[config.mk]
export PLATFORM = sky130hd
export DESIGN_NAME = serial_byte_shifter
export DESIGN_NICKNAME = d
export VERILOG_FILES = /design/src/rtl/sbs_pkg.sv /design/src/rtl/sbs_cfg_reg.sv /design/src/rtl/sbs_phase_timer.sv /design/src/rtl/sbs_bit_seq.sv /design/src/rtl/sbs_port_merge.sv /design/src/rtl/serial_byte_shifter.sv
export SDC_FILE = /design/constraint.sdc
export NUM_CORES = 1
export LEC_CHECK = 0
export BUFFER_PORTS_ARGS = -buffer_cell sky130_fd_sc_hd__buf_2
export CAP_MARGIN = 20
export CORE_MARGIN = 3
export CORE_UTILIZATION = 40
export DETAILED_ROUTE_END_ITERATION = 12
export PLACE_DENSITY = 0.83
export REMOVE_ABC_BUFFERS = 1
export SYNTH_ARGS = -nofsm -noshare
export SYNTH_HDL_FRONTEND = slang
export SYNTH_SLANG_ARGS = --single-unit
[constraint.sdc]
create_clock -name clk -period 2.05 [get_ports clk]
set_clock_uncertainty 0.15 [all_clocks]
set_input_delay 0.205 -clock clk [delete_from_list [all_inputs] [get_ports clk]]
set_output_delay 0.205 -clock clk [all_outputs]
set_load 0.05 [all_outputs]
[src/rtl/sbs_pkg.sv]
package sbs_pkg;
    localparam int MASK_W = 8;
    localparam int BYTE_W = 8;
    localparam int IDX_W  = $clog2(BYTE_W);
    localparam int CFG_W  = 2 * MASK_W + 1;

    typedef enum logic [1:0] {
        ST_IDLE   = 2'd0,
        ST_CLK_LO = 2'd1,
        ST_DATA   = 2'd2,
        ST_CLK_HI = 2'd3
    } sbs_state_e;

    // packed layout matches the configuration word: order flag on top
    typedef struct packed {
        logic              msb_first;
        logic [MASK_W-1:0] dat_mask;
        logic [MASK_W-1:0] clk_mask;
    } sbs_cfg_t;
endpackage

[src/rtl/sbs_cfg_reg.sv]
module sbs_cfg_reg
    import sbs_pkg::*;
#(
    parameter int PORT_W = 16
) (
    input  logic              clk,
    input  logic              rst_n,
    input  logic              cfg_valid,
    input  logic [CFG_W-1:0]  cfg_word,
    input  logic              cfg_en,
    input  logic [PORT_W-1:0] chg_mask,
    input  logic [PORT_W-1:0] oe_bits,
    output sbs_cfg_t          cfg_q,
    output logic              armed,
    output logic              cfg_ok,
    output logic              cfg_rej
);
    sbs_cfg_t          cand;
    logic [MASK_W-1:0] chg_lo;
    logic [MASK_W-1:0] oe_lo;
    logic              pass;

    always_comb begin
        cand   = sbs_cfg_t'(cfg_word);
        chg_lo = chg_mask[MASK_W-1:0];
        oe_lo  = oe_bits[MASK_W-1:0];
        pass   = (|(cand.clk_mask & chg_lo)) && (|(cand.dat_mask & chg_lo))
              && (|(cand.clk_mask & oe_lo))  && (|(cand.dat_mask & oe_lo));
    end

    always_ff @(posedge clk) begin
        if (!rst_n) begin
            cfg_q   <= '0;
            cfg_ok  <= 1'b0;
            cfg_rej <= 1'b0;
        end else begin
            cfg_ok  <= 1'b0;
            cfg_rej <= 1'b0;
            if (cfg_valid && cfg_en) begin
                if (pass) begin
                    cfg_q  <= cand;
                    cfg_ok <= 1'b1;
                end else begin
                    cfg_q.clk_mask <= '0;
                    cfg_q.dat_mask <= '0;
                    cfg_rej        <= 1'b1;
                end
            end
        end
    end

    assign armed = (|cfg_q.clk_mask) && (|cfg_q.dat_mask);

    a_r3_reject_clears: assert property (@(posedge clk) disable iff (!rst_n)
        cfg_rej |-> (cfg_q.clk_mask == '0 && cfg_q.dat_mask == '0));
    a_r2_accept_arms: assert property (@(posedge clk) disable iff (!rst_n)
        cfg_ok |-> armed);
    a_r2_one_answer: assert property (@(posedge clk) disable iff (!rst_n)
        !(cfg_ok && cfg_rej));
    a_r4_busy_ignored: assert property (@(posedge clk) disable iff (!rst_n)
        !cfg_en |=> (!cfg_ok && !cfg_rej && $stable(cfg_q)));
endmodule

[src/rtl/sbs_phase_timer.sv]
module sbs_phase_timer #(
    parameter int PHASE_CYC = 2
) (
    input  logic clk,
    input  logic rst_n,
    input  logic hold,
    output logic tick
);
    localparam int CNT_W = (PHASE_CYC > 1) ? $clog2(PHASE_CYC) : 1;
    localparam logic [CNT_W-1:0] LAST = CNT_W'(PHASE_CYC - 1);

    logic [CNT_W-1:0] cnt;

    assign tick = !hold && (cnt == LAST);

    always_ff @(posedge clk) begin
        if (!rst_n || hold || tick) begin
            cnt <= '0;
        end else begin
            cnt <= cnt + 1'b1;
        end
    end

    initial begin
        a_r7_phase_min: assert (PHASE_CYC >= 1);
    end
endmodule

[src/rtl/sbs_bit_seq.sv]
module sbs_bit_seq
    import sbs_pkg::*;
(
    input  logic              clk,
    input  logic              rst_n,
    input  logic              in_valid,
    input  logic [BYTE_W-1:0] in_byte,
    input  logic              armed,
    input  logic              msb_first,
    input  logic              tick,
    output logic              in_ready,
    output logic              wr_err,
    output logic              done,
    output logic              clk_lvl,
    output logic              dat_lvl,
    output logic              timer_hold
);
    localparam logic [IDX_W-1:0] LAST_IDX = IDX_W'(BYTE_W - 1);

    sbs_state_e        st;
    sbs_state_e        st_nx;
    logic [IDX_W-1:0]  idx;
    logic [BYTE_W-1:0] sh;
    logic              cur_bit;
    logic              last_bit;
    logic              take;

    assign take     = (st == ST_IDLE) && in_valid && armed;
    assign last_bit = (idx == LAST_IDX);
    assign cur_bit  = msb_first ? sh[LAST_IDX - idx] : sh[idx];

    always_comb begin
        st_nx = st;
        unique case (st)
            ST_IDLE:   if (take) st_nx = ST_CLK_LO;
            ST_CLK_LO: if (tick) st_nx = ST_DATA;
            ST_DATA:   if (tick) st_nx = ST_CLK_HI;
            ST_CLK_HI: if (tick) st_nx = last_bit ? ST_IDLE : ST_CLK_LO;
            default:   st_nx = ST_IDLE;
        endcase
    end

    always_ff @(posedge clk) begin
        if (!rst_n) begin
            st      <= ST_IDLE;
            idx     <= '0;
            sh      <= '0;
            dat_lvl <= 1'b0;
        end else begin
            st <= st_nx;
            if (take) begin
                sh  <= in_byte;
                idx <= '0;
            end
            if (st == ST_CLK_LO && tick) begin
                dat_lvl <= cur_bit;
            end
            if (st == ST_CLK_HI && tick && !last_bit) begin
                idx <= idx + 1'b1;
            end
        end
    end

    always_comb begin
        in_ready   = (st == ST_IDLE);
        timer_hold = (st == ST_IDLE);
        wr_err     = (st == ST_IDLE) && in_valid && !armed;
        clk_lvl    = !(st == ST_CLK_LO || st == ST_DATA);
        done       = (st == ST_CLK_HI) && tick && last_bit;
    end

    a_r7_setup_before_rise: assert property (@(posedge clk) disable iff (!rst_n)
        $rose(clk_lvl) |-> $stable(dat_lvl));
    a_r9_ready_after_done: assert property (@(posedge clk) disable iff (!rst_n)
        done |=> in_ready);
    a_r5_busy_after_take: assert property (@(posedge clk) disable iff (!rst_n)
        (in_valid && in_ready && armed) |=> !in_ready);
    a_r6_refused_stays_idle: assert property (@(posedge clk) disable iff (!rst_n)
        wr_err |=> (in_ready && $stable(dat_lvl)));
    a_r11_idle_clock_high: assert property (@(posedge clk) disable iff (!rst_n)
        in_ready |-> clk_lvl);
endmodule

[src/rtl/sbs_port_merge.sv]
module sbs_port_merge
    import sbs_pkg::*;
#(
    parameter int PORT_W = 16
) (
    input  logic [PORT_W-1:0] port_in,
    input  logic [MASK_W-1:0] clk_mask,
    input  logic [MASK_W-1:0] dat_mask,
    input  logic              clk_lvl,
    input  logic              dat_lvl,
    output logic [PORT_W-1:0] port_out
);
    for (genvar i = 0; i < PORT_W; i++) begin : g_bit
        if (i < MASK_W) begin : g_owned
            assign port_out[i] = clk_mask[i] ? clk_lvl
                               : (dat_mask[i] ? dat_lvl : port_in[i]);
        end else begin : g_pass
            assign port_out[i] = port_in[i];
        end
    end
endmodule

[src/rtl/serial_byte_shifter.sv]
module serial_byte_shifter
    import sbs_pkg::*;
#(
    parameter int PORT_W    = 16,
    parameter int PHASE_CYC = 2
) (
    input  logic              clk,
    input  logic              rst_n,
    input  logic              cfg_valid,
    input  logic [CFG_W-1:0]  cfg_word,
    input  logic [PORT_W-1:0] chg_mask,
    input  logic [PORT_W-1:0] oe_bits,
    output logic              cfg_ok,
    output logic              cfg_rej,
    input  logic              in_valid,
    input  logic [BYTE_W-1:0] in_byte,
    output logic              in_ready,
    output logic              wr_err,
    output logic              done,
    input  logic [PORT_W-1:0] port_in,
    output logic [PORT_W-1:0] port_out
);
    sbs_cfg_t cfg_q;
    logic     armed;
    logic     tick;
    logic     timer_hold;
    logic     clk_lvl;
    logic     dat_lvl;

    sbs_cfg_reg #(.PORT_W(PORT_W)) u_cfg (
        .clk(clk), .rst_n(rst_n), .cfg_valid(cfg_valid), .cfg_word(cfg_word),
        .cfg_en(in_ready), .chg_mask(chg_mask), .oe_bits(oe_bits),
        .cfg_q(cfg_q), .armed(armed), .cfg_ok(cfg_ok), .cfg_rej(cfg_rej)
    );

    sbs_phase_timer #(.PHASE_CYC(PHASE_CYC)) u_timer (
        .clk(clk), .rst_n(rst_n), .hold(timer_hold), .tick(tick)
    );

    sbs_bit_seq u_seq (
        .clk(clk), .rst_n(rst_n), .in_valid(in_valid), .in_byte(in_byte),
        .armed(armed), .msb_first(cfg_q.msb_first), .tick(tick),
        .in_ready(in_ready), .wr_err(wr_err), .done(done),
        .clk_lvl(clk_lvl), .dat_lvl(dat_lvl), .timer_hold(timer_hold)
    );

    sbs_port_merge #(.PORT_W(PORT_W)) u_merge (
        .port_in(port_in), .clk_mask(cfg_q.clk_mask), .dat_mask(cfg_q.dat_mask),
        .clk_lvl(clk_lvl), .dat_lvl(dat_lvl), .port_out(port_out)
    );
endmodule

==> key figures, run 1 <==
Logic synthesis
  • Mapped Area: ~1900 um^2
  • Ys async rst share: 0
  • Synth top area cells: dfxtp_1 37%, a22o_1 7.6%, nor2b_1 6.8%
  • Post-synth EDFFs: 0
  • Share of Yosys cell area claimed by the top area cell type: 0.3678
  • Yosys warnings: 0
  • Dominant synthesized flop cell: dfxtp_1
  • Seq/Total Area, Yosys: 0.3678
  • FF+latch count, synth: 34
  • Gate Count Post-Synth: 190
  • Mean post-synth cell area: slightly below 10 um^2
  • Library cells used by synthesis: 37
  • Cell accounting for the most synthesized area: dfxtp_1

Flow run
  • Max Cap Violations: 0

Clock tree
  • CTS buffer count: 5
  • Clk_lat worst skew: between 0.2 and 0.3 ns
  • Reg clk slew, reported paths: ~0.07 ns
  • CTS H-tree depth: 2
  • Clock sink total: 34
  • Root buffer cell: clkbuf_8
  • Post-CTS setup repair buffer count: 0
  • CTS tree: yes
  • Longest Clk Path Bufs: 2
  • CTS Hold Bufs: 0

STA
  • Minimum clock period: between 1.5 and 2 ns
  • WHS: 0.007368 ns
  • Hold Vio Cnt, Final: 0
  • Final setup margin: about 0.05 ns
  • Fmax: around 0.50 GHz
  • Least-Margin Pin Slew: between 0.3 and 0.4 ns
  • Final Max Slew Viols: 0
  • Relative slew slack: 0.7532
  • Final Cycle Share: 0.9752
  • Setup Viol. Count Final: 0

Pwr
  • Seq pwr share: 0.369
  • Power Total: ~2400 uW
  • Clk network pwr share: 0.217
  • Comb pwr share: 0.414
  • Sw Share: 0.4025
  • Sw power: 955.2 uW
  • Internal: about 1400 uW
  • Leak: roughly 0.0011 uW
  • Worst VDD drop: about 0.36 mV
  • Cell Pwr Density: 1033 nW/um^2

Placement
  • DP HPWL: around 4000 um
  • IO buf count: 65
  • Dpl ws: between 0.03 and 0.04 ns
  • Routability cong.: a little over 0.9

GRT
  • Vias in the first global route: between 1500 and 2000
  • Met1 usage: 0.2308
  • Tot GR Track Use: 0.1940
  • Largest net degree at the start of global routing: 21
  • Met3 Use GR: 0.09730
  • GRT busiest layer: met2
  • GR met2 Demand/Resource: 0.3120
  • Initial antenna violation count: 0
  • Remaining Overflow, GRT: 0
  • First-pass GRT wire length: roughly 8000 um

Hold path
  • Hold Crit Start: cfg_word[16]
  • Worst Hold Class: input pin to register

Worst setup path
  • Crit path kind: register to output pin
  • Critical Path Source: u_seq.st[0]$_SDFFE_PN0P_
  • CP Data Arrival Time: around 1.6 ns
  • Worst EP required: between 1.5 and 2 ns
  • Startpoint class of the critical path: register
  • FF-to-FF Start: u_seq.st[1]$_SDFFE_PN0P_
  • Critical path endpoint category: output pin
  • Reg2reg setup slack: around 0.10 ns
  • Largest fanout on the critical path: 9

Detailed routing
  • Initial detailed-routing violation count: around 170
  • Post-route DRC violation count: 0
  • WL per Instance: about 17 um
  • Antenna viol nets, final: 0
  • Vias per cell: approximately 5.8
  • Via count: around 1800
  • Pre-antenna DRT Iters: 4
  • DRT Wirelength: about 5300 um

Floorplan
  • Num rows: 24
  • I/O pin cnt: 98
  • Die area: approximately 5500 um^2
  • Die X: roughly 74 um
  • Core Area: ~4400 um^2
  • Starting density of the core: 0.4192
  • DIE HEIGHT: ~74 um

Final layout
  • Fraction of layout cells with a size suffix above 1: 0.3506
  • Layout area overhead: 24.14%
  • Antenna cells: 0
  • Final net count: about 330

Status
  • Status: complete, no violations
## sequential cells by signal (all words and copies together) (netlist names)
| signal | count |
|---|---|
| u_cfg.cfg_ok | 1 |
| u_seq.sh | 8 |
| u_seq.dat_lvl | 1 |
| u_timer.cnt | 1 |
| u_cfg.cfg_q | 17 |
| u_seq.idx | 3 |
| u_seq.st | 2 |
| u_cfg.cfg_rej | 1 |
## Yosys cell counts (all sizes together), types with 2 or more instances
library cell	n
nor2	4
a21boi	2
a22o	16
nor2b	21
mux2i	10
buf	11
a211oi	9
nand3	3
mux4	4
and3	3
dfxtp	34
nor4	4
nand4	6
a21oi	11
a22oi	16
clkbuf	7
ha	6
nand2	9
inv	2
## stage by stage
stage | util | area, um^2 | TNS [ns] | instances
finish | 0.5204 | 2297 | 0 | 303
global route | 0.5204 | 2297 | -0.006657 | 303
CTS | 0.5162 | 2278 | 0 | 303
detailed placement | 0.4935 | 2178 | 0 | 295
global placement | 0.4935 | 2178 | 0 | 295
floorplan | - | 1743 | -1.981 | 172
## critical path, stage by stage, from the launching register on
cell and delay, ns:
dfxtp_2 0.35, inv_1 0.08, ha_1 0.44, a21oi_1 0.25, buf_4 0.23
## logic make-up after synthesis
| logic type | share of synthesized area |
|---|---|
| AOI/OAI and AO/OA | 0.2481 |
| and+or+nand+nor | 0.1724 |
| DFF | 0.3678 |
| buffers and inverters | 0.06221 |
| muxes | 0.1089 |
| adders and majority gates | 0.04057 |
## area by class of cell
class / count / area, um^2
clock buffers: 6 / 82.58
well taps: 52 / 65.06
multi-input cells: 136 / 1069
fillers: 424 / 2117
inverters: 2 / 7.507
clock inverters: 2 / 12.51
repair buffers: 71 / 377.9
flip-flops and latches: 34 / 683.2
## routing by layer
metal,up-vias,routed length (um)
met1,835,2056
met3,8,611
met4,0,78
met5,-,0
li1,845,-
met2,77,2523
## path summary, 6_finish.rpt
path,cells after the start,to
hold / removal,3,u_cfg.cfg_q[16]$_SDFFE_PN0P_
setup / recovery,4,port_out[4]
hold reg to reg,1,u_timer.cnt$_SDFF_PP0_
setup reg to reg,6,u_seq.st[0]$_SDFFE_PN0P_
## cells in the final DEF, fill, tap and decap left out, types with 2 or more instances in the layout
master / netlist / layout
a211oi_1: 8 / 8
a21boi_1: 2 / 2
a21oi_1: 11 / 11
a22o_1: 16 / 16
a22oi_1: 16 / 16
and3_1: 3 / 3
buf_2: 2 / 62
buf_4: 8 / 8
clkbuf_8: 0 / 6
dfxtp_1: 34 / 32
dfxtp_2: 0 / 2
ha_1: 6 / 5
inv_1: 2 / 2
mux2i_1: 10 / 10
mux4_1: 3 / 3
nand2_1: 9 / 9
nand3_1: 3 / 3
nand4_1: 6 / 6
nor2_1: 3 / 3
nor2b_1: 20 / 20
nor4_1: 4 / 4
## power groups by stage
stage                     sequential [uW]  combinational, uW  clock, uW
final                                 875                983        515
after global routing                  889               1050        551
after CTS                             868                951        525
after detailed placement              881                940          0
after global placement                875                923          0
after floorplan                       869                668          0
## repair_timing
| item | CTS | global route |
|---|---|---|
| cloned | 0 | 0 |
| pin swaps | 0 | 1 |
| endpoints found under the setup margin | 2 | 10 |
| endpoints found under the hold margin | 0 | 0 |
| gates resized for setup | 2 | 6 |
(Power assumes the default switching activity.)
==> run 2: changes to the inputs <==
--- a/config.mk
+++ b/config.mk
@@ -11,6 +11,7 @@
 export CORE_UTILIZATION = 40
 export DETAILED_ROUTE_END_ITERATION = 12
 export PLACE_DENSITY = 0.83
+export RECOVER_POWER = 25
 export REMOVE_ABC_BUFFERS = 1
 export SYNTH_ARGS = -nofsm -noshare
 export SYNTH_HDL_FRONTEND = slang
==> run 2 against run 1 <==
Compared with the run above:
- die area unchanged
- combinational power hardly changed
- non-clock buffer count unchanged
- critical path depth did not move
- highest routed layer unchanged
- largest cell class unchanged
==> key figures, run 2 (synthesis results as in run 1) <==
Placement
  • Instance area at placement: 2178 um^2 (unchanged)
  • Dpl ws: 0.03082 ns (unchanged)
  • IO buf count: 65 (unchanged)
  • Routability cong.: 0.9251 (unchanged)
  • DP HPWL: 3991 um (unchanged)

Clock tree
  • Reg clk slew, reported paths: 0.07 ns (about the same)
  • Post-CTS setup repair buffer count: 0 (unchanged)
  • Root buffer cell: clkbuf_8
  • CTS buffer count: 5 (unchanged)
  • Clock sink total: 34 (unchanged)
  • CTS H-tree depth: 2 (unchanged)
  • Longest Clk Path Bufs: 2 (unchanged)
  • Clk_lat worst skew: 0.29 ns (about the same)
  • CTS tree: yes

STA
  • Minimum clock period: 1.999 ns (-0.0005073 ns)
  • Least-Margin Pin Slew: 0.6006 ns (+0.2309 ns)
  • Fmax: 0.5003 GHz (about the same)
  • Final setup margin: 0.05138 ns (+0.0005073 ns)
  • Final Cycle Share: 0.9749 (about the same)
  • Relative slew slack: 0.6013 (-0.1519)
  • Setup Viol. Count Final: 0 (unchanged)
  • Final Max Slew Viols: 0 (unchanged)
  • Hold Vio Cnt, Final: 0 (unchanged)

GRT
  • First-pass GRT wire length: 8176 um (unchanged)
  • Largest net degree at the start of global routing: 21 (unchanged)
  • Tot GR Track Use: 0.1940 (unchanged)
  • GRT busiest layer: met2
  • GR met2 Demand/Resource: 0.3120 (unchanged)
  • Met1 usage: 0.2308 (unchanged)
  • Vias in the first global route: 1696 (unchanged)
  • Remaining Overflow, GRT: 0 (unchanged)
  • Initial antenna violation count: 0 (unchanged)
  • Met3 Use GR: 0.09730 (unchanged)

Pwr
  • Cell Pwr Density: 1034 nW/um^2 (about the same)
  • Sw power: 955.5 uW (about the same)
  • Seq pwr share: 0.369 (about the same)
  • Worst VDD drop: 0.3577 mV (-0.47%)
  • Comb pwr share: 0.414 (about the same)
  • Sw Share: 0.4029 (about the same)
  • Power Total: 2372 uW (about the same)
  • Leak: 0.001056 uW (-0.77%)
  • Clk network pwr share: 0.217 (about the same)
  • Internal: 1416 uW (-0.11%)

Floorplan
  • Die X: 74.02 um (unchanged)
  • Die area: 5478 um^2 (unchanged)
  • Starting density of the core: 0.4192 (unchanged)
  • I/O pin cnt: 98 (unchanged)
  • Core Area: 4414 um^2 (unchanged)
  • DIE HEIGHT: 74.02 um (unchanged)
  • Num rows: 24 (unchanged)

Detailed routing
  • Vias per cell: 5.825 (unchanged)
  • Via count: 1765 (unchanged)
  • DRT Wirelength: 5269 um (unchanged)
  • Antenna viol nets, final: 0 (unchanged)
  • Initial detailed-routing violation count: 171 (unchanged)
  • Pre-antenna DRT Iters: 4 (unchanged)
  • WL per Instance: 17.39 um (unchanged)
  • Post-route DRC violation count: 0 (unchanged)

Status
  • Status: complete, no violations

Final layout
  • Fill cell count: 423 (-0.24%)
  • Most frequent cells in the layout: 60 x buf_2, 32 x dfxtp_1, 20 x nor2b_1, 16 x a22oi_1, 16 x a22o_1
  • Register with the most flip-flops: u_cfg.cfg_q
  • Post-Route Utilization: 0.5198 (-0.0005670)
  • Commonest non-fill, non-tap cell in the layout: buf_2
  • Final Cell Area: 2295 um^2 (-0.11%)
  • Max reg flops: 17 (unchanged)
  • Layout area overhead: 24.00%
  • Fraction of layout cells with a size suffix above 1: 0.3426 (-0.007968)
  • Antenna cells: 0 (unchanged)
  • Final net count: 333 (unchanged)
  • Largest registers: u_cfg.cfg_q (17), u_seq.sh (8), u_seq.idx (3)

Worst setup path
  • Startpoint class of the critical path: register
  • Largest fanout on the critical path: 9 (unchanged)
  • CP Data Arrival Time: 1.64 ns (about the same)
  • Critical path endpoint category: output pin
  • Worst EP required: 1.69 ns (about the same)
  • Crit path kind: register to output pin

Flow run
  • Max Cap Violations: 0 (unchanged)

Hold path
  • Worst Hold Class: input pin to register
[run 2: changes by cell type in the layout (fill, tap and decap cells not counted)]
cell,previous run,this run
buf_2,62,60
clkbuf_1,0,2
[run 2: power by group through the flow]
stage / Clock [uW] / Sequential [uW] / Combinational [uW]
finish: 515 / 875 / 981
detailed placement: 0 / 881 / 940
CTS: 525 / 868 / 951
floorplan: 0 / 869 / 668
global placement: 0 / 875 / 923
global route: 551 / 889 / 1050
[run 2: final cells by class]
class / instances / area [um^2] / share of cell area
multi-input cells: 136 / 1069 / 0.4656
flip-flops and latches: 34 / 683.2 / 0.2977
inverters: 2 / 7.507 / 0.003272
well taps: 52 / 65.06 / 0.02835
repair buffers: 71 / 375.4 / 0.1636
clock buffers: 6 / 82.58 / 0.03599
clock inverters: 2 / 12.51 / 0.005453
[run 2: stage by stage]
step / hold WS [ns] / setup TNS, ns / cells
after floorplan: 0.1725 / -1.981 / 172
after global placement: 0.2604 / 0 / 295
after detailed placement: 0.2604 / 0 / 295
after CTS: 0.003343 / 0 / 303
after global routing: 0.03583 / -0.006657 / 303
final: 0.007368 / 0 / 303
[run 2: what timing repair did]
item / CTS / global route
pin swaps: 0 / 1
hold buffers: 0 / 0
setup endpoints to repair: 2 / 10
gates resized for setup: 2 / 6
[run 2: per-layer routing]
metal  wire length, um  up-vias
li1                  -      845
met1              2060      836
met2              2524       76
met3               606        8
met4                78        0
met5                 0        -
[run 2: critical path: stages (launching register included)]
cell and delay (ns):
dfxtp_2 0.35, inv_1 0.08, ha_1 0.44, a21oi_1 0.25
buf_4 0.23
[run 2: path summary, 6_finish.rpt]
kind	from	endpoint	slack, ns	cells past startpoint
worst max-delay path	u_seq.st[0]$_SDFFE_PN0P_	port_out[4]	0.05	4
worst min-delay path	cfg_word[16]	u_cfg.cfg_q[16]$_SDFFE_PN0P_	0.007	3
worst max register to register	u_seq.st[1]$_SDFFE_PN0P_	u_seq.st[0]$_SDFFE_PN0P_	0.10	6
worst min register to register	u_timer.cnt$_SDFF_PP0_	u_timer.cnt$_SDFF_PP0_	0.31	1
==> run 3: changes to the inputs <==
--- a/config.mk
+++ b/config.mk
@@ -5,12 +5,13 @@
 export SDC_FILE = /design/constraint.sdc
 export NUM_CORES = 1
 export LEC_CHECK = 0
+export ABC_AREA = 1
 export BUFFER_PORTS_ARGS = -buffer_cell sky130_fd_sc_hd__buf_2
 export CAP_MARGIN = 20
 export CORE_MARGIN = 3
-export CORE_UTILIZATION = 40
+export CORE_UTILIZATION = 43
 export DETAILED_ROUTE_END_ITERATION = 12
-export PLACE_DENSITY = 0.83
+export PLACE_DENSITY = 0.85
 export RECOVER_POWER = 25
 export REMOVE_ABC_BUFFERS = 1
 export SYNTH_ARGS = -nofsm -noshare
==> run 3 against run 2 <==
Compared with the run above:
- critical path depth up 1
- global-route usage down 0.55 points
- largest power group unchanged
- fmax up 3.0%
- total power up 5.3%
- synthesized cell count up 64%
- sequential share of layout area down 3.4 points
- combinational power up 16%
- utilization up 1.5 points
- first-iteration DRC count down 29%
- non-clock buffer count down 4
- design area up 12%
- routed wire length up 4.6%
==> key figures, run 3 <==
Worst setup path
  • FF-to-FF Start: u_seq.st[0]$_SDFFE_PN0P_
  • Top Family by Delay on Critical Path: flip-flops
  • Reg2reg setup slack: 0.23 ns (+0.13 ns)
  • CP Data Arrival Time: 1.58 ns (-0.06 ns)
  • Reg2Reg Depth: 7 (+1)
  • CP Cell Sequence: ha_1 -> ha_1 -> nand2_1 -> nor2_1 -> buf_2
  • Slowest cell on crit path: dfxtp_1
  • Critical path endpoint category: output pin
  • Worst EP required: 1.69 ns (about the same)
  • Largest fanout on the critical path: 7 (-2)
  • Crit path kind: register to output pin
  • Startpoint class of the critical path: register
  • End of the worst register-to-register path: u_cfg.cfg_q[16]$_SDFFE_PN0P_
  • Buf+Inv Stages, Crit Path: 1 (-1)
  • Critical Path Max Stage Delay: 0.45 ns (about the same)
  • CP dominant cell by count: ha_1

Clock tree
  • Root buffer cell: clkbuf_8
  • Clk_lat worst skew: 0.28 ns (about the same)
  • CTS buffer count: 5 (unchanged)
  • Longest Clk Path Bufs: 2 (unchanged)
  • Post-CTS setup repair buffer count: 0 (unchanged)
  • Reg clk slew, reported paths: 0.07 ns (about the same)
  • Clock sink total: 34 (unchanged)
  • CTS tree: yes
  • CTS H-tree depth: 2 (unchanged)

Detailed routing
  • Vias per cell: 5.032 (-14%)
  • WL per Instance: 12.67 um (-27%)
  • Post-route DRC violation count: 0 (unchanged)
  • Initial detailed-routing violation count: 122 (-29%)
  • Antenna viol nets, final: 0 (unchanged)
  • Via count: 2189 (+24%)
  • DRT Wirelength: 5513 um (+4.6%)
  • Pre-antenna DRT Iters: 4 (unchanged)

Pwr
  • Internal: 1409 uW (-0.49%)
  • Leak: 0.001185 uW (+12%)
  • Sw power: 1088 uW (+14%)
  • Seq pwr share: 0.336 (-0.033)
  • Cell Pwr Density: 969.0 nW/um^2 (-6.2%)
  • Comb pwr share: 0.457 (+0.043)
  • Clk network pwr share: 0.207 (-0.010)
  • Worst VDD drop: 0.7756 mV (+120%)
  • Sw Share: 0.4358 (+0.03290)

Hold path
  • Hold Crit Depth: 3 (unchanged)
  • Worst Hold Class: input pin to register
  • Hold EP: u_seq.sh[5]$_SDFFE_PN0P_
  • Hold Crit Start: in_byte[5]

STA
  • Fmax: 0.5155 GHz (+3.0%)
  • Setup Viol. Count Final: 0 (unchanged)
  • Final Max Slew Viols: 0 (unchanged)
  • Final Cycle Share: 0.9462 (-0.02870)
  • WHS: 0.02292 ns (+0.01555 ns)
  • Final setup margin: 0.1102 ns (+0.05882 ns)
  • Minimum clock period: 1.940 ns (-0.05882 ns)
  • Relative slew slack: 0.6042 (+0.002884)
  • Least-Margin Pin Slew: 0.5963 ns (-0.004344 ns)
  • Hold Vio Cnt, Final: 0 (unchanged)
  • RSZ-0062 raised after global routing: no

Final layout
  • Final net count: 450 (+35%)
  • Max reg flops: 17 (unchanged)
  • Finished Layout Cells: 435 (+44%)
  • Largest registers: u_cfg.cfg_q (17), u_seq.sh (8), u_seq.idx (3)
  • Most frequent cells in the layout: 81 x nand2_1, 56 x buf_2, 34 x dfxtp_1, 32 x a21oi_1, 21 x inv_1
  • Commonest non-fill, non-tap cell in the layout: nand2_1
  • Fraction of layout cells with a size suffix above 1: 0.3125 (-0.03013)
  • Register with the most flip-flops: u_cfg.cfg_q
  • Antenna cells: 0 (unchanged)
  • Layout area overhead: 18.53%

Logic synthesis
  • Cell accounting for the most synthesized area: dfxtp_1
  • Gate Count Post-Synth: 311 (+64%)
  • Ys async rst share: 0 (unchanged)
  • Share of Yosys cell area claimed by the top area cell type: 0.3130 (-0.05481)
  • Most common cell in the netlist: nand2_1
  • Seq/Total Area, Yosys: 0.3130 (-0.05481)
  • Yosys warnings: 0 (unchanged)
  • Dominant synthesized flop cell: dfxtp_1
  • Library cells used by synthesis: 30 (-19%)
  • Post-synth EDFFs: 0 (unchanged)
  • Mapped Area: 2175 um^2 (+18%)
  • FF+latch count, synth: 34 (unchanged)
  • Mean post-synth cell area: 6.992 um^2 (-28%)
  • Synth top area cells: dfxtp_1 31%, nand2_1 14%, a21oi_1 7.4%
  • Most instantiated cells after synthesis: 80 x nand2_1, 34 x dfxtp_1, 32 x a21oi_1, 21 x inv_1

Status
  • Status: complete, no violations

GRT
  • Tot GR Track Use: 0.1884 (-0.005546)
  • Initial antenna violation count: 0 (unchanged)
  • Largest net degree at the start of global routing: 26 (+24%)
  • Remaining Overflow, GRT: 0 (unchanged)
  • Vias in the first global route: 2066 (+22%)
  • First-pass GRT wire length: 9121 um (+12%)

Placement
  • IO buf count: 65 (unchanged)
  • Routability cong.: 0.8081 (-13%)
  • Placed cells: 427 (+45%)
  • DP HPWL: 4354 um (+9.1%)
  • Dpl ws: 0.1485 ns (+0.1177 ns)

Floorplan
  • Starting density of the core: 0.4514 (+0.03221)
  • Die area: 5947 um^2 (+8.6%)
  • Die X: 77.12 um (+4.2%)
  • Core Area: 4817 um^2 (+9.1%)
  • I/O pin cnt: 98 (unchanged)
  • Num rows: 25 (+4.2%)
  • DIE HEIGHT: 77.12 um (+4.2%)

Flow run
  • Max Cap Violations: 0 (unchanged)
[run 3: cell types whose count changed after synthesis, moves of 8 or more]
cell,before,now
a22oi_1,16,0
o21ai_0,1,10
nor2_1,3,15
o31ai_1,1,17
inv_1,2,21
nor2b_1,20,0
a21oi_1,11,32
nand2_1,9,80
nand3_2,0,9
inv_2,0,18
mux2i_1,10,0
a22o_1,16,0
a211oi_1,8,0
nand3_1,3,18
[run 3: tightest hold or removal path, delay by kind of cell]
family | cells | cell delay [ns]
buf+inv | 1 | 0.08
compound gates | 2 | 0.13
[run 3: power groups by stage]
stage	Combinational, uW	Sequential, uW	Clock [uW]
final	1140	840	516
after global routing	1260	853	547
after CTS	1120	841	523
after detailed placement	1090	856	0
after global placement	1070	849	0
after floorplan	813	854	0
[run 3: per-stage QoR]
stage / setup TNS, ns / util / cell area [um^2] / total power, uW
final: 0 / 0.5351 / 2577 / 2498
after global routing: 0 / 0.5351 / 2577 / 2660
after CTS: 0 / 0.5330 / 2567 / 2481
after detailed placement: 0 / 0.5119 / 2466 / 1950
after global placement: 0 / 0.5119 / 2466 / 1914
after floorplan: -0.3214 / - / 2042 / 1667
[run 3: final cells by class]
cell class / count / area [um^2]
inverter: 40 / 150.1
tap: 67 / 83.83
clock buffer: 7 / 86.33
timing repair buffer: 67 / 355.3
multi-input combinational: 219 / 1216
fill: 492 / 2240
sequential: 34 / 680.7
clock inverter: 1 / 5.005
[run 3: routing by layer]
layer	share of wire	track usage	wire length, um	vias to the layer above
met2	0.50	0.3197	2735	54
met1	0.42	0.2218	2322	990
met5	0	0	0	-
met3	0.068	0.06690	377	7
met4	0.014	0.05872	78	0
li1	-	-	-	1138
[run 3: timing repair]
item	4_1_cts	5_1_grt
hold buffers	0	0
resized for setup	4	9
setup endpoints to repair	10	7
[run 3: cells by family after synthesis]
| logic type | after synthesis | synth area share |
|---|---|---|
| adder cells (fa/ha/maj) | 6 | 0.03452 |
| flip-flops | 34 | 0.3130 |
| buffers and inverters | 58 | 0.1300 |
| AND/OR/NAND/NOR | 137 | 0.3142 |
| AO/OA/AOI/OAI | 76 | 0.2083 |
[run 3: worst max-delay path by stage]
stage	slack, ns	to	startpoint	cells after the start
floorplan	-0.25	wr_err	u_seq.st[0]$_SDFFE_PN0P_	4
global placement	0.24	u_seq.st[1]$_SDFFE_PN0P_	u_seq.st[0]$_SDFFE_PN0P_	9
detailed placement	0.15	u_seq.st[0]$_SDFFE_PN0P_	u_seq.st[0]$_SDFFE_PN0P_	9
CTS	0.04	port_out[1]	u_seq.st[0]$_SDFFE_PN0P_	4
global route	0.04	done	u_seq.idx[1]$_SDFFE_PN0P_	5
finish	0.11	done	u_seq.idx[1]$_SDFFE_PN0P_	5
